===== config.mk =====
export PLATFORM = sky130hd
export DESIGN_NAME = ipk_packer
export DESIGN_NICKNAME = d
export VERILOG_FILES = /design/src/rtl/ipk_pkg.sv /design/src/rtl/ipk_merge_check.sv /design/src/rtl/ipk_hdr_fmt.sv /design/src/rtl/ipk_ctrl.sv /design/src/rtl/ipk_packer.sv
export SDC_FILE = /design/constraint.sdc
export NUM_CORES = 1
export LEC_CHECK = 0
export ABC_CLOCK_PERIOD_IN_PS = 2400
export BUFFER_PORTS_ARGS = -buffer_cell sky130_fd_sc_hd__clkbuf_2
export CAP_MARGIN = 20
export CORE_UTILIZATION = 45
export CTS_CLUSTER_DIAMETER = 80
export CTS_CLUSTER_SIZE = 28
export DETAILED_ROUTE_END_ITERATION = 8
export GPL_TIMING_DRIVEN = 0
export PLACE_DENSITY = 0.78
export SLEW_MARGIN = 20
export SYNTH_ARGS = -nofsm -noshare
export SYNTH_HDL_FRONTEND = slang
export SYNTH_SLANG_ARGS = --single-unit
export TNS_END_PERCENT = 5

===== constraint.sdc =====
create_clock -name clk -period 2.4 [get_ports clk]
set_input_delay 0.24 -clock clk [delete_from_list [all_inputs] [get_ports clk]]
set_output_delay 0.24 -clock clk [all_outputs]
set_load 0.005 [all_outputs]

===== src/rtl/ipk_pkg.sv =====
// Shared encodings for the indexed-write batch packer.
package ipk_pkg;
    typedef enum logic [2:0] {
        ST_IDLE,
        ST_CNT,
        ST_HDR,
        ST_SVAL,
        ST_DATA,
        ST_RD,
        ST_INC,
        ST_PAD
    } ipk_state_e;

    localparam logic [7:0] OPC_INDEXED = 8'h09;
    localparam logic [7:0] OPC_SINGLE  = 8'h01;
    localparam logic [3:0] BYTES_ALL   = 4'hF;
    localparam int         OFFS_W      = 20;
endpackage


===== src/rtl/ipk_merge_check.sv =====
// Decides whether an incoming request extends the open indexed batch.
// Assumes cur_reg is only meaningful while batch_open is high.
module ipk_merge_check #(
    parameter int RW = 20
) (
    input  logic          batch_open,
    input  logic [RW-1:0] cur_reg,
    input  logic          req_indexed,
    input  logic [RW-1:0] req_addr,
    output logic          merge
);
    // Merge only an indexed request hitting the open batch's register.
    always_comb begin
        merge = batch_open && req_indexed && (req_addr == cur_reg);
    end
endmodule


===== src/rtl/ipk_hdr_fmt.sv =====
// Builds the instruction header word for either instruction kind.
// Assumes RW is at most 20; narrower offsets are zero-extended.
module ipk_hdr_fmt
    import ipk_pkg::*;
#(
    parameter int RW = 20
) (
    input  logic          single,
    input  logic [RW-1:0] reg_off,
    output logic [31:0]   hdr
);
    logic [OFFS_W-1:0] off_ext;

    generate
        if (RW == OFFS_W) begin : g_full
            assign off_ext = reg_off;
        end else begin : g_ext
            assign off_ext = {{(OFFS_W-RW){1'b0}}, reg_off};
        end
    endgenerate

    // Select opcode and byte-enable field by instruction kind.
    always_comb begin
        hdr = single ? {OPC_SINGLE, BYTES_ALL, off_ext}
                     : {OPC_INDEXED, 4'h0, off_ext};
    end
endmodule


===== src/rtl/ipk_ctrl.sv =====
// Sequencer of the packer: accepts one request at a time, keeps the free
// and instruction-start pointers, and issues one buffer access per cycle.
// Assumes the buffer returns read data one cycle after a read request.
module ipk_ctrl
    import ipk_pkg::*;
#(
    parameter int DEPTH = 32,
    parameter int RW    = 20,
    parameter int PW    = 7
) (
    input  logic          clk,
    input  logic          rst_n,
    input  logic          clear,
    input  logic          req_valid,
    output logic          req_ready,
    input  logic          req_indexed,
    input  logic [RW-1:0] req_addr,
    input  logic [31:0]   req_data,
    input  logic          merge,
    input  logic [31:0]   hdr_word,
    output logic          lat_single,
    output logic [RW-1:0] lat_reg,
    output logic [RW-1:0] cur_reg,
    output logic          batch_open,
    output logic          wr_req,
    output logic [PW-1:0] wr_addr,
    output logic [31:0]   wr_data,
    output logic          rd_req,
    output logic [PW-1:0] rd_addr,
    input  logic [31:0]   rd_data,
    output logic [PW-1:0] free_pos,
    output logic          overflow
);
    localparam logic [PW-1:0] LIMIT = PW'(DEPTH);
    localparam logic [PW-1:0] ONE   = PW'(1);

    ipk_state_e    state;
    logic [PW-1:0] fp;
    logic [PW-1:0] sp;
    logic [PW-1:0] fp_even;
    logic [31:0]   dat_q;
    logic          merging_q;
    logic          accept;
    logic          full;

    assign req_ready = (state == ST_IDLE) && !clear;
    assign accept    = req_valid && req_ready;
    assign full      = (fp >= LIMIT);
    assign fp_even   = fp + {{(PW-1){1'b0}}, fp[0]};
    assign free_pos  = fp;

    // Sequence state, pointers and latched request.
    always_ff @(posedge clk) begin
        if (!rst_n || clear) begin
            state      <= ST_IDLE;
            fp         <= '0;
            sp         <= '0;
            batch_open <= 1'b0;
            overflow   <= 1'b0;
            cur_reg    <= '0;
            lat_reg    <= '0;
            lat_single <= 1'b0;
            dat_q      <= '0;
            merging_q  <= 1'b0;
        end else begin
            case (state)
                ST_IDLE: begin
                    if (accept) begin
                        if (full) begin
                            overflow <= 1'b1;
                        end else begin
                            dat_q      <= req_data;
                            lat_reg    <= req_addr;
                            lat_single <= !req_indexed;
                            merging_q  <= merge;
                            if (!req_indexed) begin
                                fp         <= fp_even;
                                sp         <= fp_even;
                                batch_open <= 1'b0;
                                state      <= ST_SVAL;
                            end else if (merge) begin
                                state <= ST_DATA;
                            end else begin
                                fp         <= fp_even;
                                sp         <= fp_even;
                                cur_reg    <= req_addr;
                                batch_open <= 1'b1;
                                state      <= ST_CNT;
                            end
                        end
                    end
                end
                ST_CNT: begin
                    fp    <= fp + ONE;
                    state <= ST_HDR;
                end
                ST_SVAL: begin
                    fp    <= fp + ONE;
                    state <= ST_HDR;
                end
                ST_HDR: begin
                    fp    <= fp + ONE;
                    state <= lat_single ? ST_IDLE : ST_DATA;
                end
                ST_DATA: begin
                    fp <= fp + ONE;
                    if (merging_q) state <= ST_RD;
                    else           state <= fp[0] ? ST_IDLE : ST_PAD;
                end
                ST_RD: begin
                    state <= ST_INC;
                end
                ST_INC: begin
                    state <= fp[0] ? ST_PAD : ST_IDLE;
                end
                default: begin
                    state <= ST_IDLE;
                end
            endcase
        end
    end

    // Buffer access for the current sequence step.
    always_comb begin
        wr_req  = 1'b0;
        wr_addr = fp;
        wr_data = '0;
        rd_req  = 1'b0;
        rd_addr = sp;
        case (state)
            ST_CNT:  begin wr_req = 1'b1; wr_data = 32'd1;         end
            ST_HDR:  begin wr_req = 1'b1; wr_data = hdr_word;      end
            ST_SVAL: begin wr_req = 1'b1; wr_data = dat_q;         end
            ST_DATA: begin wr_req = 1'b1; wr_data = dat_q;         end
            ST_RD:   begin rd_req = 1'b1;                          end
            ST_INC:  begin wr_req = 1'b1; wr_addr = sp;
                           wr_data = rd_data + 32'd1;              end
            ST_PAD:  begin wr_req = 1'b1; wr_data = '0;            end
            default: begin end
        endcase
    end

    // clear empties both pointers and the overflow flag.
    a_r1_clear_zero: assert property (@(posedge clk) disable iff (!rst_n)
        clear |=> (fp == '0 && sp == '0 && !overflow && !batch_open));

    // a new instruction always starts on an even word at the start pointer.
    a_r2_open_even: assert property (@(posedge clk) disable iff (!rst_n)
        (state == ST_CNT) |-> (fp[0] == 1'b0 && sp == fp));

    // a merge is only taken for the open batch's register.
    a_r3_merge_same_reg: assert property (@(posedge clk) disable iff (!rst_n)
        (accept && !full && merge) |-> (batch_open && req_indexed && req_addr == cur_reg));

    // the pad word does not move the free position.
    a_r4_pad_keeps_fp: assert property (@(posedge clk) disable iff (!rst_n)
        (state == ST_PAD && !clear) |=> $stable(fp));

    // a dropped request leaves the pointer and the sequencer idle.
    a_r6_drop_no_move: assert property (@(posedge clk) disable iff (!rst_n)
        (accept && full) |=> ($stable(fp) && state == ST_IDLE && overflow));

    // overflow is sticky until clear.
    a_r7_ovf_sticky: assert property (@(posedge clk) disable iff (!rst_n)
        (overflow && !clear) |=> overflow);
endmodule


===== src/rtl/ipk_packer.sv =====
// Top of the indexed-write batch packer. Wires the sequencer to the merge
// decision and header formatter, and suppresses buffer accesses that fall
// past the last word. Assumes DEPTH is even and at least 4.
module ipk_packer #(
    parameter int DEPTH = 32,
    parameter int RW    = 20
) (
    input  logic                     clk,
    input  logic                     rst_n,
    input  logic                     clear,
    input  logic                     req_valid,
    output logic                     req_ready,
    input  logic                     req_indexed,
    input  logic [RW-1:0]            req_addr,
    input  logic [31:0]              req_data,
    output logic                     mem_we,
    output logic [$clog2(DEPTH)-1:0] mem_waddr,
    output logic [31:0]              mem_wdata,
    output logic                     mem_re,
    output logic [$clog2(DEPTH)-1:0] mem_raddr,
    input  logic [31:0]              mem_rdata,
    output logic [$clog2(DEPTH)+1:0] free_pos,
    output logic                     overflow
);
    localparam int AW = $clog2(DEPTH);
    localparam int PW = AW + 2;
    localparam logic [PW-1:0] LIMIT = PW'(DEPTH);

    logic          merge;
    logic [31:0]   hdr_word;
    logic          lat_single;
    logic [RW-1:0] lat_reg;
    logic [RW-1:0] cur_reg;
    logic          batch_open;
    logic          wr_req;
    logic [PW-1:0] wr_addr;
    logic [31:0]   wr_data;
    logic          rd_req;
    logic [PW-1:0] rd_addr;

    ipk_merge_check #(.RW(RW)) u_merge (
        .batch_open  (batch_open),
        .cur_reg     (cur_reg),
        .req_indexed (req_indexed),
        .req_addr    (req_addr),
        .merge       (merge)
    );

    ipk_hdr_fmt #(.RW(RW)) u_hdr (
        .single  (lat_single),
        .reg_off (lat_reg),
        .hdr     (hdr_word)
    );

    ipk_ctrl #(.DEPTH(DEPTH), .RW(RW), .PW(PW)) u_ctrl (
        .clk         (clk),
        .rst_n       (rst_n),
        .clear       (clear),
        .req_valid   (req_valid),
        .req_ready   (req_ready),
        .req_indexed (req_indexed),
        .req_addr    (req_addr),
        .req_data    (req_data),
        .merge       (merge),
        .hdr_word    (hdr_word),
        .lat_single  (lat_single),
        .lat_reg     (lat_reg),
        .cur_reg     (cur_reg),
        .batch_open  (batch_open),
        .wr_req      (wr_req),
        .wr_addr     (wr_addr),
        .wr_data     (wr_data),
        .rd_req      (rd_req),
        .rd_addr     (rd_addr),
        .rd_data     (mem_rdata),
        .free_pos    (free_pos),
        .overflow    (overflow)
    );

    // Gate buffer accesses to positions inside the buffer.
    always_comb begin
        mem_we    = wr_req && (wr_addr < LIMIT);
        mem_waddr = wr_addr[AW-1:0];
        mem_wdata = wr_data;
        mem_re    = rd_req && (rd_addr < LIMIT);
        mem_raddr = rd_addr[AW-1:0];
    end

    // a request is never taken while a sequence is in flight.
    a_r8_busy_not_ready: assert property (@(posedge clk) disable iff (!rst_n)
        (req_valid && req_ready && !overflow && free_pos < LIMIT) |=> !req_ready);
endmodule


==> impl_metrics.toml, run 1 <==
[status]
status = "finished, violations left"
violations = "negative setup slack"

[floorplanning]
start_util_pct = 46.5
die_area_mm2 = 0.0117
row_count = 38
io_pins = 142
die_y_um = 108
core_area_mm2 = 0.0109
die_width_um = 108

[global_routing]
grt_use_total_pct = 26.1
grt_pass1_vias = 4814
grt_max_degree = 17
grt_overflow = 0
antenna_found_initial = 0
grt_pass1_wl_mm = 23.6

[synthesis]
yosys-top-cells-area = "dfxtp_1 (36%), nand2_1 (11%), a21oi_1 (8.0%), xnor2_1 (6.2%), mux2i_1 (5.7%)"
netlist_area_mm2 = 0.00509
synth-seq-cells = 92
synth_nets = 764
synth_top_area_share_pct = 36.2
synth-edff-count = 0
synthArstFlopShare_pct = 0
ys_seq_area_share_pct = 36.2
yosysMostFrequentCell = "nand2_1"
synth_area_per_cell_um2 = 7.57
ys_top_cells_by_count = "nand2_1 (152), dfxtp_1 (92), a21oi_1 (81), nor2_1 (64), xnor2_1 (36)"
synth_top_area_cell = "dfxtp_1"
ys.flop_type = "dfxtp_1"
yosysWarnings = 0
synth_cell_types = 50
synthCells = 672

[place]
hpwlAfterDp_mm = 11.5
gp_congestion = 0.886
post-place-ws_ns = -0.0162
numPortBuffers = 140

[timing]
finalCritPeriodShare_pct = 102
fin_crit_ns = 2.44
fin_ws_ns = -0.0378
worstMarginPinSlew_ns = 0.978
holdWs_ns = 0.113
rsz0062_at_grt = "yes"
clock.fmax_mhz = 410
slew_viol_final = 0
setup_violations = 1
final-hold-violation-count = 0
relSlewSlack_pct = 34.3
fin_worst_skew_ns = 0.0101

[setup_path]
crit_type = "reg -> out"
cp_max_fo = 10
endpoint_kind = "output port"
worstPathArrival_ns = 2.20
worstPathRequired_ns = 2.16
startpoint_type = "flip-flop"

[power_and_ir_drop]
p_total_uw = 3570
p_leak_uw = 0.00250
powerDensity_mw_per_mm2 = 563
vdd_drop_max_mv = 0.365

[layout]
fillers = 1051
drive_gt1_share_pct = 23.9
num-nets-final = 915
diodes = 0
syn2layout_area_growth_pct = 24.5
utilization_pct = 57.9
largest_register_ffs = 32

[detailed_routing]
via_per_inst = 5.29
wl_per_cell_um = 15.4
wl_met3_um = 900
drt-met1-wl_mm = 6.65
drc = 0
dr.max_layer_used = "met4"
drtIter0Drc = 280
firstDrtPassIters = 5
wl_met2_mm = 7.04
postRouteAntennaNets = 0
routed_wirelength_mm = 14.9
dr_total_vias = 5123

[cts]
cts_buffers = 9
clockRootBuffer = "clkbuf_16"
tritoncts = "yes"
clockBufferDepth = 2
postCtsHoldBufs = 0
h-tree-depth = 3
clkTransAtPathRegs_ns = 0.07
cts_post_setup_buffers_inserted = 0
clk-insertion-delay-late_ns = 0.34
clock_sink_count = 92

[job]
maxCapViolations = 0

[worst_hold_path]
hold_class = "in -> reg"
[worst paths after layout]
check                         start                  to  slack [ns]  cells past startpoint
hold reg to reg   u_ctrl.lat_reg[4]   u_ctrl.lat_reg[4]        0.45                      2
setup reg to reg    u_ctrl.state[0]  u_ctrl.free_pos[6]        0.30                      6
hold / removal          req_data[6]     u_ctrl.dat_q[6]        0.11                      3
setup / recovery    u_ctrl.state[1]       mem_wdata[24]       -0.04                      5
[layer usage]
metal | vias to the layer above | global-route usage (%)
met3 | 25 | 3.62
met5 | - | 0
met4 | 0 | 9.27
li1 | 2590 | -
met1 | 2337 | 34.5
met2 | 171 | 43.2
[per-stage QoR]
step	setup TNS, ns	cells	instance area [µm²]
final	-0.0378	968	6330
after CTS	-0.0205	968	6320
after global placement	0	952	5960
after detailed placement	-0.0314	952	5960
after global routing	-0.666	968	6330
after floorplan	0	672	5090
[critical path, cell delays in order (launching register included)]
cell and delay [ns]:
dfxtp_1 0.47, clkbuf_1 0.34, buf_2 0.31, nand2_1 0.23, o211ai_1 0.34, clkbuf_2 0.17
[cell usage in the layout (no fill, tap or decap), drive strengths merged, types with 10 or more instances in the layout]
cell,Yosys,final
a21oi,82,82
nand4,13,13
nand3,18,18
xnor2,36,36
mux2i,29,29
nor2,64,64
nand2,152,152
clkbuf,25,177
o21ai,32,32
xor2,19,19
and3,10,10
buf,21,19
dfxtp,92,92
[cells by family after synthesis]
group           after synthesis  share of synthesized area, %
simple gates                288                          25.3
compound gates              147                          16.7
flops                        92                          36.2
xor+xnor                     55                          9.47
buf+inv                      53                          4.87
mux                          33                          6.59
fa+ha+maj                     3                         0.738
other cells                   1                        0.0737
[cell type report]
cell class	instances	area [µm²]	share of cell area [%]
plain buffers	46	238	3.75
clock buffers	10	239	3.77
clock inverters	6	93.8	1.48
inverters	7	26.3	0.415
multi-input cells	527	3020	47.7
flip-flops and latches	92	1840	29.1
well taps	140	175	2.77
repair buffers	140	701	11.1
[power breakdown]
group | switching (µW) | leakage, µW | internal, µW
sequential | 20.3 | 0.000744 | 1550
combinational | 252 | 0.00160 | 166
clock | 625 | 0.000160 | 951
total | 897 | 0.00250 | 2670
[repair_timing]
item	in CTS	in global routing
endpoints found under the setup margin	32	33
gates resized for setup	10	8
cloned	0	0
pin swaps	0	1
Note: power is estimated with default switching activity, not from simulation.
==> run 2: changes to the inputs <==
CORE_UTILIZATION = 46   (was 45)
PLACE_DENSITY = 0.8   (was 0.78)
==> run 2 against run 1 <==
  * Total power down 9.7%
  * The flow now finishes without violations
  * Worst setup slack improved by 0.057 ns
  * Combinational power grew 1%
==> impl_metrics.toml, run 2 (synthesized netlist as in run 1, its figures left out) <==
[floorplanning]
die_area_mm2 = 0.0115
row_count = 38
core_area_mm2 = 0.0108
start_util_pct = 47.1
die_y_um = 107
die_width_um = 107
io_pins = 142

[global_routing]
grt_pass1_vias = 4568
grt_use_total_pct = 25.9
grt_overflow = 0
use_met1_pct = 35.3
use_met2_pct = 41.9
top_usage_layer = "met2"
grt_pass1_wl_mm = 23.0
grt_max_degree = 16
gr-usage-met3_pct = 3.16
antenna_found_initial = 0

[detailed_routing]
dr_total_vias = 5206
via_per_inst = 5.37
wl_per_cell_um = 15.5
drtIter0Drc = 439
firstDrtPassIters = 7
routed_wirelength_mm = 15.1
postRouteAntennaNets = 0
drc = 0

[power_and_ir_drop]
p_leak_uw = 0.00248
pwr-share-clk_pct = 38.0
vdd_drop_max_mv = 0.367
sw_frac_of_total_pct = 26.5
combinationalPowerShare_pct = 13.1
cellInternalPower_uw = 2370
p_switching_uw = 854
p_total_uw = 3220
powerDensity_mw_per_mm2 = 513
power_frac_seq_pct = 48.9

[timing]
worstMarginPinSlew_ns = 0.865
clock.fmax_mhz = 420
slew_viol_final = 0
relSlewSlack_pct = 41.9
rsz0062_at_grt = "yes"
fin_crit_ns = 2.38
setup_violations = 0
fin_worst_skew_ns = 0.00712
holdWs_ns = 0.0869
finalCritPeriodShare_pct = 99.2
final-hold-violation-count = 0

[layout]
layout_common_cells = "nand2_1 (151), clkbuf_2 (147), dfxtp_1 (90), a21oi_1 (81), nor2_1 (62)"
fin_cells = 970
stdcell_area_mm2 = 0.00627
largest_register_ffs = 32
drive_gt1_share_pct = 24.7
diodes = 0
mostFrequentLayoutCell = "nand2_1"
num-nets-final = 917
syn2layout_area_growth_pct = 23.3

[place]
numPortBuffers = 140
gp_congestion = 0.927
placed_area_mm2 = 0.00596
hpwlAfterDp_mm = 11.4
dp.cells = 952

[setup_path]
crit_type = "reg -> out"
worstPathArrival_ns = 2.14
startpoint_type = "flip-flop"
reg2reg_slack_ns = 0.27
cp_max_fo = 10
endpoint_kind = "output port"
worstPathRequired_ns = 2.16

[cts]
clkTransAtPathRegs_ns = 0.09
h-tree-depth = 3
clockBufferDepth = 2
tritoncts = "yes"
clock_sink_count = 92
clk-insertion-delay-late_ns = 0.36
postCtsHoldBufs = 0
clockRootBuffer = "clkbuf_8"
cts_buffers = 9

[status]
status = "completed"

[worst_hold_path]
hold_class = "in -> reg"

[job]
maxCapViolations = 0
run 2: path summary, 6_finish.rpt:
kind | start | to | cells after the start
hold reg to reg | u_ctrl.dat_q[21] | u_ctrl.dat_q[21] | 2
setup reg to reg | u_ctrl.state[2] | u_ctrl.cur_reg[3] | 8
hold / removal | req_data[7] | u_ctrl.dat_q[7] | 3
setup / recovery | u_ctrl.state[2] | mem_wdata[1] | 9
run 2: layout make-up:
class	count	area (µm²)
clock inverter	5	82.6
clock buffer	11	151
inverter	7	30.0
sequential	92	1840
timing repair buffer	142	716
buffer	46	248
tap	140	175
fill	1034	4520
multi-input combinational	527	3030
run 2: through the flow:
step	util (%)	TNS, ns	worst slack [ns]
floorplan	-	0	0.565
global placement	55.3	-1.22	-0.114
detailed placement	55.3	-0.446	-0.0740
CTS	57.8	0	0.0101
global route	58.1	-0.0970	-0.0359
finish	58.1	0	0.0193
run 2: repair_timing:
item / CTS / global route
pin swaps: 1 / 2
resized for setup: 15 / 10
gates cloned: 0 / 0
setup buffers: 0 / 2
endpoints found under the setup margin: 33 / 29
hold endpoints to repair: 0 / 0
run 2: power by group through the flow:
stage	clock [µW]	combinational, µW	sequential (µW)
2_1_floorplan	0	229	1600
3_3_place_gp	0	408	1610
3_5_place_dp	0	411	1610
4_1_cts	1220	415	1570
5_1_grt	1290	457	1580
6_report	1230	422	1570
run 2: critical path, cell delays in order (launching register included):
cell and delay (ns):
dfxtp_1 0.34, clkbuf_4 0.22, inv_1 0.11, nor3_4 0.24, or2_2 0.15, clkbuf_2 0.17
buf_6 0.17, nand2_1 0.07, o21ai_1 0.14, clkbuf_2 0.16
run 2: layer usage:
layer  up-vias  part of all wire (%)
met4         0                   2.0
met2       226                    47
met3        26                   6.9
li1       2596                     -
met1      2358                    45
met5         -                     0
==> run 3: changes to the inputs <==
CTS_BUF_LIST = sky130_fd_sc_hd__clkbuf_16   (was not set)
==> run 3 against run 2 <==
  * Non-clock buffer count rose by 1
  * Hold slack better by 0.027 ns
  * Core utilization grew 0.70 points
  * Clock power grew 24%
  * First-iteration DRC count is 3.9% higher
  * Final area grew 1.2%
  * Count of clock-buffer cells in the layout fell by 2
  * Combinational power is essentially flat
  * Sequential cell count did not move
  * Die area stayed put
  * Total power is 9.5% higher
==> impl_metrics.toml, run 3 (synthesized netlist as in run 1, its figures left out) <==
[detailed_routing]
routed_wirelength_mm = 15.1
wl_per_cell_um = 15.6
drc = 0
via_per_inst = 5.44
firstDrtPassIters = 8
drtIter0Drc = 456
postRouteAntennaNets = 0
dr_total_vias = 5285

[worst_hold_path]
hold_class = "in -> reg"

[power_and_ir_drop]
vdd_drop_max_mv = 0.349
p_leak_uw = 0.00252
p_total_uw = 3530
powerDensity_mw_per_mm2 = 556

[floorplanning]
die_area_mm2 = 0.0115
die_width_um = 107
start_util_pct = 47.1
row_count = 38
io_pins = 142
core_area_mm2 = 0.0108
die_y_um = 107

[timing]
finalCritPeriodShare_pct = 96.8
fin_worst_skew_ns = 0.00857
relSlewSlack_pct = 39.7
slew_viol_final = 0
setup_tns_ns = 0
setup_violations = 0
final-hold-violation-count = 0
worstMarginPinSlew_ns = 0.898
clock.fmax_mhz = 431
fin_crit_ns = 2.32

[place]
hpwlAfterDp_mm = 11.4
gp_congestion = 0.927
numPortBuffers = 140

[layout]
drive_gt1_share_pct = 24.3
multi_input_area_mm2 = 0.00302
mostFrequentLayoutCell = "nand2_1"
syn2layout_area_growth_pct = 24.8
layout_common_cells = "nand2_1 (151), clkbuf_2 (146), dfxtp_1 (90), a21oi_1 (81), nor2_1 (62)"
diodes = 0
num-nets-final = 918
register_area_mm2 = 0.00184
largest_register_ffs = 32
fillers = 1022

[global_routing]
grt_max_degree = 16
grt_pass1_wl_mm = 23.0
antenna_found_initial = 0
grt_overflow = 0
grt_pass1_vias = 4550
grt_use_total_pct = 26.0

[cts]
tritoncts = "yes"
clk-insertion-delay-late_ns = 0.34
clock_sink_count = 92
clockBufferDepth = 2
h-tree-depth = 3
clkTransAtPathRegs_ns = 0.07
clockRootBuffer = "clkbuf_16"
cts_buffers = 9

[setup_path]
cp_max_fo = 10
worstPathArrival_ns = 2.08
worstPathRequired_ns = 2.16
endpoint_kind = "output port"
crit_type = "reg -> out"
startpoint_type = "flip-flop"

[status]
status = "completed"

[job]
maxCapViolations = 0
[run 3: path summary, 6_finish.rpt]
| kind | start | to | slack, ns | cells after the start |
|---|---|---|---|---|
| min | req_data[7] | u_ctrl.dat_q[7] | 0.11 | 3 |
| min reg2reg | u_ctrl.dat_q[21] | u_ctrl.dat_q[21] | 0.46 | 2 |
| max reg2reg | u_ctrl.state[2] | u_ctrl.cur_reg[0] | 0.29 | 8 |
| max | u_ctrl.state[2] | mem_wdata[2] | 0.08 | 9 |
[run 3: routing by layer]
metal | vias up | track usage [%] | routed length [µm]
li1 | 2604 | - | -
met1 | 2435 | 35.5 | 6600
met2 | 220 | 41.9 | 7070
met3 | 26 | 2.86 | 1090
met4 | 0 | 10.5 | 343
met5 | - | 0 | 0
[run 3: repair_timing]
item | CTS | global route
endpoints found under the setup margin | 33 | 28
buffers inserted | 0 | 3
gates cloned | 0 | 0
resized for setup | 15 | 6
hold buffers | 0 | 0
pin swaps | 1 | 2
[run 3: final cells by class]
class	count	share of cell area [%]
Buffer	46	3.76
Clock buffer	9	3.55
Clock inverter	7	1.42
Inverter	7	0.473
Multi-Input combinational cell	527	47.6
Sequential cell	92	29.1
Tap cell	140	2.76
Timing Repair Buffer	143	11.4
[run 3: critical path, stage by stage, from the launching register on]
cell and delay (ns):
dfxtp_1 0.31, clkbuf_4 0.21, inv_1 0.11, nor3_4 0.22, or2_2 0.14, clkbuf_2 0.16, buf_4 0.21, nand2_1 0.07
o21ai_1 0.14, clkbuf_2 0.16
[run 3: power breakdown]
group / switching (µW) / internal, µW
combinational: 256 / 166
clock: 621 / 910
sequential: 20.6 / 1550
total: 897 / 2630
[run 3: stage by stage]
stage          worst slack [ns]  instance area, µm²  std cells  util, %  hold slack, ns
2_1_floorplan             0.565                5090        672        -           0.376
3_3_place_gp             -0.114                5960        952     55.3           0.444
3_5_place_dp            -0.0740                5960        952     55.3           0.448
4_1_cts                  0.0318                6320        968     58.5           0.113
5_1_grt                -0.00444                6350        971     58.8           0.125
6_report                 0.0776                6350        971     58.8           0.114
